`src/rtl/adc_scan_pkg.sv`:
```
package adc_scan_pkg;

  typedef enum logic [1:0] {
    SEQ_IDLE   = 2'd0,
    SEQ_SAMPLE = 2'd1,
    SEQ_WAIT   = 2'd2
  } seqState_t;

  typedef struct packed {
    logic loadFirst;
    logic advance;
    logic writeRes;
  } seqStrobes_t;

endpackage

```
`src/rtl/adc_chan_picker.sv`:
```
module adc_chan_picker #(
  parameter int NUM_CH = 8,
  parameter int CH_W   = $clog2(NUM_CH)
) (
  input  logic [NUM_CH-1:0] mask,
  input  logic [CH_W-1:0]   curCh,
  output logic [CH_W-1:0]   firstCh,
  output logic [CH_W-1:0]   nextCh,
  output logic              anyEn
);

  // Lowest set bit overall, scanned from the top so the lowest wins.
  always_comb begin
    firstCh = '0;
    for (int i = NUM_CH - 1; i >= 0; i--) begin
      if (mask[i]) firstCh = CH_W'(i);
    end
  end

  // Lowest set bit strictly above curCh, else wrap to firstCh.
  always_comb begin
    nextCh = firstCh;
    for (int i = NUM_CH - 1; i >= 0; i--) begin
      if (mask[i] && (i > int'(curCh))) nextCh = CH_W'(i);
    end
  end

  assign anyEn = |mask;

endmodule

```
`src/rtl/adc_scan_control.sv`:
```
module adc_scan_control
  import adc_scan_pkg::*;
(
  input  logic        clk,
  input  logic        rst_n,
  input  logic        startWrEn,
  input  logic        startWrData,
  input  logic        convDone,
  input  logic        anyEn,
  output logic        startBit,
  output logic        sampleStrobe,
  output seqStrobes_t strobes
);

  seqState_t state, stateNext;
  logic      startReg, startNext;

  always_comb begin
    strobes   = '0;
    stateNext = state;
    startNext = startReg;
    unique case (state)
      SEQ_IDLE: begin
        if (startReg) begin
          if (anyEn) begin
            strobes.loadFirst = 1'b1;
            stateNext         = SEQ_SAMPLE;
          end else begin
            startNext = 1'b0;
          end
        end
      end
      SEQ_SAMPLE: stateNext = SEQ_WAIT;
      SEQ_WAIT: begin
        if (convDone) begin
          strobes.writeRes = 1'b1;
          if (startReg && anyEn) begin
            strobes.advance = 1'b1;
            stateNext       = SEQ_SAMPLE;
          end else begin
            stateNext = SEQ_IDLE;
            if (!anyEn) startNext = 1'b0;
          end
        end
      end
      default: stateNext = SEQ_IDLE;
    endcase
    // A software write overrides the sequencer's own clear.
    if (startWrEn) startNext = startWrData;
  end

  always_ff @(posedge clk or negedge rst_n) begin
    if (!rst_n) begin
      state    <= SEQ_IDLE;
      startReg <= 1'b0;
    end else begin
      state    <= stateNext;
      startReg <= startNext;
    end
  end

  assign startBit     = startReg;
  assign sampleStrobe = (state == SEQ_SAMPLE);

endmodule

```
`src/rtl/adc_scan_datapath.sv`:
```
module adc_scan_datapath
  import adc_scan_pkg::*;
#(
  parameter int NUM_CH = 8,
  parameter int RES_W  = 12,
  parameter int CH_W   = $clog2(NUM_CH)
) (
  input  logic              clk,
  input  logic              rst_n,
  input  seqStrobes_t       strobes,
  input  logic [NUM_CH-1:0] chEnMask,
  input  logic [RES_W-1:0]  convResult,
  input  logic              rdEn,
  input  logic [CH_W-1:0]   rdCh,
  output logic              anyEn,
  output logic [CH_W-1:0]   chSel,
  output logic [RES_W-1:0]  rdData,
  output logic              rdValid,
  output logic [NUM_CH-1:0] validFlags
);

  logic [CH_W-1:0]  curCh;
  logic [CH_W-1:0]  firstCh;
  logic [CH_W-1:0]  nextCh;
  logic [RES_W-1:0] dataReg [NUM_CH];
  logic [NUM_CH-1:0] validReg;

  adc_chan_picker #(.NUM_CH(NUM_CH), .CH_W(CH_W)) picker_i (
    .mask    (chEnMask),
    .curCh   (curCh),
    .firstCh (firstCh),
    .nextCh  (nextCh),
    .anyEn   (anyEn)
  );

  always_ff @(posedge clk or negedge rst_n) begin
    if (!rst_n) begin
      curCh <= '0;
    end else if (strobes.loadFirst) begin
      curCh <= firstCh;
    end else if (strobes.advance) begin
      curCh <= nextCh;
    end
  end

  for (genvar g = 0; g < NUM_CH; g++) begin : gen_chan
    logic hitWr, hitRd;
    assign hitWr = strobes.writeRes && (curCh == CH_W'(g));
    assign hitRd = rdEn && (rdCh == CH_W'(g));

    always_ff @(posedge clk or negedge rst_n) begin
      if (!rst_n) begin
        dataReg[g]  <= '0;
        validReg[g] <= 1'b0;
      end else if (hitWr) begin
        dataReg[g]  <= convResult;
        validReg[g] <= 1'b1;
      end else if (hitRd) begin
        validReg[g] <= 1'b0;
      end
    end
  end

  assign chSel      = curCh;
  assign rdData     = dataReg[rdCh];
  assign rdValid    = validReg[rdCh];
  assign validFlags = validReg;

endmodule

```
`src/rtl/adc_scan_sequencer.sv`:
```
module adc_scan_sequencer
  import adc_scan_pkg::*;
#(
  parameter int NUM_CH = 8,
  parameter int RES_W  = 12,
  localparam int CH_W  = $clog2(NUM_CH)
) (
  input  logic              clk,
  input  logic              rst_n,
  input  logic [NUM_CH-1:0] chEnMask,
  input  logic              startWrEn,
  input  logic              startWrData,
  output logic              startBit,
  output logic [CH_W-1:0]   chSel,
  output logic              sampleStrobe,
  input  logic              convDone,
  input  logic [RES_W-1:0]  convResult,
  input  logic              rdEn,
  input  logic [CH_W-1:0]   rdCh,
  output logic [RES_W-1:0]  rdData,
  output logic              rdValid,
  output logic [NUM_CH-1:0] validFlags
);

  seqStrobes_t strobes;
  logic        anyEn;

  adc_scan_control control_i (
    .clk          (clk),
    .rst_n        (rst_n),
    .startWrEn    (startWrEn),
    .startWrData  (startWrData),
    .convDone     (convDone),
    .anyEn        (anyEn),
    .startBit     (startBit),
    .sampleStrobe (sampleStrobe),
    .strobes      (strobes)
  );

  adc_scan_datapath #(.NUM_CH(NUM_CH), .RES_W(RES_W), .CH_W(CH_W)) datapath_i (
    .clk        (clk),
    .rst_n      (rst_n),
    .strobes    (strobes),
    .chEnMask   (chEnMask),
    .convResult (convResult),
    .rdEn       (rdEn),
    .rdCh       (rdCh),
    .anyEn      (anyEn),
    .chSel      (chSel),
    .rdData     (rdData),
    .rdValid    (rdValid),
    .validFlags (validFlags)
  );

endmodule

```
`config.mk`:
```
export PLATFORM = sky130hd
export DESIGN_NAME = adc_scan_sequencer
export DESIGN_NICKNAME = d
export VERILOG_FILES = /design/src/rtl/adc_scan_pkg.sv /design/src/rtl/adc_chan_picker.sv /design/src/rtl/adc_scan_control.sv /design/src/rtl/adc_scan_datapath.sv /design/src/rtl/adc_scan_sequencer.sv
export SDC_FILE = /design/constraint.sdc
export NUM_CORES = 1
export LEC_CHECK = 0
export ABC_CLOCK_PERIOD_IN_PS = 5050
export BUFFER_PORTS_ARGS = -buffer_cell sky130_fd_sc_hd__buf_4
export CAP_MARGIN = 20
export CORE_ASPECT_RATIO = 1.2
export CORE_MARGIN = 5
export CORE_UTILIZATION = 59
export DETAILED_ROUTE_END_ITERATION = 7
export PLACE_DENSITY = 0.8
export SYNTH_ARGS = -nofsm -noshare
export SYNTH_HDL_FRONTEND = slang
export SYNTH_SLANG_ARGS = --single-unit
```
`constraint.sdc`:
```
create_clock -name clk -period 5.05 [get_ports clk]
set_clock_uncertainty 0.2 [all_clocks]
set_input_delay 0.505 -clock clk [delete_from_list [all_inputs] [get_ports clk]]
set_output_delay 0.505 -clock clk [all_outputs]
set_load 0.03 [all_outputs]
```
==> metrics <==
Critical Path AT=roughly 2.0 ns; number of distinct library cells after synthesis=40; I/O pins=55; Root Buffer=clkbuf_8; DR WL/cell=20.1 µm; Vias=between 3000 and 4000; Post-Syn Area per Cell=about 15 µm²; setup ws final=around 2.3 ns; Worst setup EP type=output port; cells after synthesis=~360; synthesized net count=between 300 and 400; pin count of the biggest net entering global routing=81; drt first-iter violations=104; DRT Pass-1 Iters=4; Total Routing Usage GR=22.1%; share of cells above drive strength 1=52.3%; share of the synthesized area in the top cell type=between 50 and 60%; Slew HR=34.6%; total power=approximately 3000 µW; R2R Setup Slk=2.51 ns; Final nets=around 440; Clock Latency Late Sink=0.37 ns; final wirelength=about 11 mm; Fill cells=644; CTS buffer count=9; DP HPWL=between 7 and 8 mm; pre-CTS WS=2.30 ns; Via density=around 6; Worst Reg-to-Reg Cells=3; Final setup viols=0; core footprint=between 8000 and 9000 µm²; minimum clock period after layout=between 2 and 3 ns; ANT cells=0; Hold EP=control_i.startBit; status=complete, no violations; clk sink count=between 100 and 150; hold path depth=2; max_cap viols=0; area leader, netlist=dfrtp_1; CP startpoint=rdCh[0]; largest fanout on the critical path=31; post-cts gate resize count=0; row cnt=38; final setup TNS=0 ns; ANT nets after route=0; first-pass GRT wire length=~18 mm; worst r2r src=datapath_i.chSel[1]; Leak=approximately 0.0028 µW; min-delay worst type=input port to flop; final hold slack=0.126 ns; worst reg2reg endpoint=datapath_i.dataReg[38]; register clock-pin slew on the reported worst setup and hold paths=~0.1 ns; pins over their slew limit=0; Tcrit/Tclk final=around 54%; RSZ-0062 raised after global routing=false; CTS max path bufs=2; sequential area share after synthesis=just over 50%; DIE AREA=~11000 µm²; Fin. Hold Viols=0; Cell Pwr Density=507 nW/µm²; Area Overhead vs Synth=12.9%; CTS tree=built; Chip Height=approximately 110 µm; Warnings, synthesis=0; Final Wtd Congestion=just under 0.9; Startpoint Class=input port; area of the multi-input gates=2420 µm²; initial antenna violation count=0; H-tree levels=3; WS Path Type=input port to output port; vias in the first global route=between 3000 and 4000; HP Start=startWrEn; register area=roughly 2800 µm²; Worst IR Drop VDD=approximately 330 µV; GR Overflow Total=0; Post-route DRC=0; Starting Density=59.6%; Max Freq=367 MHz; I/O Buffers=54; Worst-Margin Slew=0.978 ns; Die W=approximately 97 µm; Yosys reg bits=110; synth top area cells=dfrtp_1 (52%), mux2_2 (21%), mux4_2 (11%); Critical Path RT=around 4.4 ns; Mapped Area=~5300 µm²
-- metal layers --
layer  global-route usage, %  up-vias  part of all wire (%)
met5                       0        -                     0
met4                    7.30        0                   1.7
met3                    4.22       15                   4.4
met2                    35.5       84                    50
met1                    30.5     1686                    44
li1                        -     1450                     -
-- final cells by class --
type	instances	share of cell area, %
clock buffer	9	2.07
clock inverter	6	0.815
inverter	4	0.251
multi-input combinational	228	40.5
sequential	110	46.0
tap	120	2.51
timing repair buffer	60	7.90
-- cells in the mapped netlist --
library cell and count:
dfrtp_1 110, mux2_2 100, mux4_2 26, buf_2 13, nand2_1 13, o21ai_0 13
mux2_4 9, nand2b_1 8, a21oi_1 7, nor2_1 7, o31ai_1 6, nor2b_1 5
a21o_1 4, inv_1 4, nor3_1 4, clkbuf_1 3, nand3_1 3, buf_6 2
nand3b_2 2, nor3b_2 2, o22a_1 2, a211oi_1 1, a221oi_1 1, a32oi_1 1
and3_1 1, and3_4 1, buf_1 1, buf_4 1, mux2i_1 1, nand3_2 1
nand4_1 1, nor2b_4 1, nor3b_1 1, nor4_2 1, nor4b_1 1, o211ai_1 1
o21bai_1 1, o22ai_1 1, or2_2 1, or3_1 1
-- worst max-delay path by stage --
stage / cells after the start / to / slack, ns
floorplan: 4 / rdValid / 2.63
global placement: 4 / rdData[10] / 2.31
detailed placement: 4 / rdValid / 2.30
CTS: 4 / rdValid / 2.30
global route: 4 / rdValid / 2.22
finish: 4 / rdData[6] / 2.33
-- worst max-delay path: stages --
cell and delay [ns]:
buf_4 0.45, mux4_2 0.58, mux2_2 0.28, buf_4 0.17
-- cells in the final DEF (no fill, tap or decap), types with 2 or more instances in the layout --
cell type   count
a21o_1          4
nor3_1          4
clkbuf_8        9
nand3b_2        2
o22a_1          2
o21ai_0        13
mux4_2         26
nand3_1         3
inv_1           4
mux2_2        100
nand2_1        13
o31ai_1         6
buf_4          58
clkinvlp_4      2
clkinv_4        2
dfrtp_1       110
nor3b_2         2
mux2_4          9
nor2b_1         5
a21oi_1         7
nand2b_1        8
nor2_1          7
-- stage by stage --
step	utilization, %	instance area [µm²]	std cells
5_1_grt	67.3	5990	537
6_report	67.3	5990	537
3_3_place_gp	65.0	5780	520
2_1_floorplan	-	5300	362
4_1_cts	66.9	5950	535
3_5_place_dp	65.0	5780	520
-- kinds of logic after synthesis --
group                  synth area share, %
multiplexers                          35.0
AO/OA/AOI/OAI                         4.51
AND/OR/NAND/NOR                       6.18
flip-flops                            51.9
buffers and inverters                 2.36
-- repair_timing --
action                                 4_1_cts  5_1_grt
setup buffers                                0        0
endpoints found under the hold margin        0        3
hold buffers                                 0        1
-- state kept, by name, indices dropped and copies added (netlist names) --
signal	count
datapath_i.dataReg	96
datapath_i.chSel	3
datapath_i.validFlags	8
control_i.state	2
control_i.startBit	1
-- report_power, final --
group	switching [µW]	total, µW	internal, µW
clock network	296	477	181
registers	233	1460	1230
logic	473	1100	623
(Power assumes the default switching activity.)
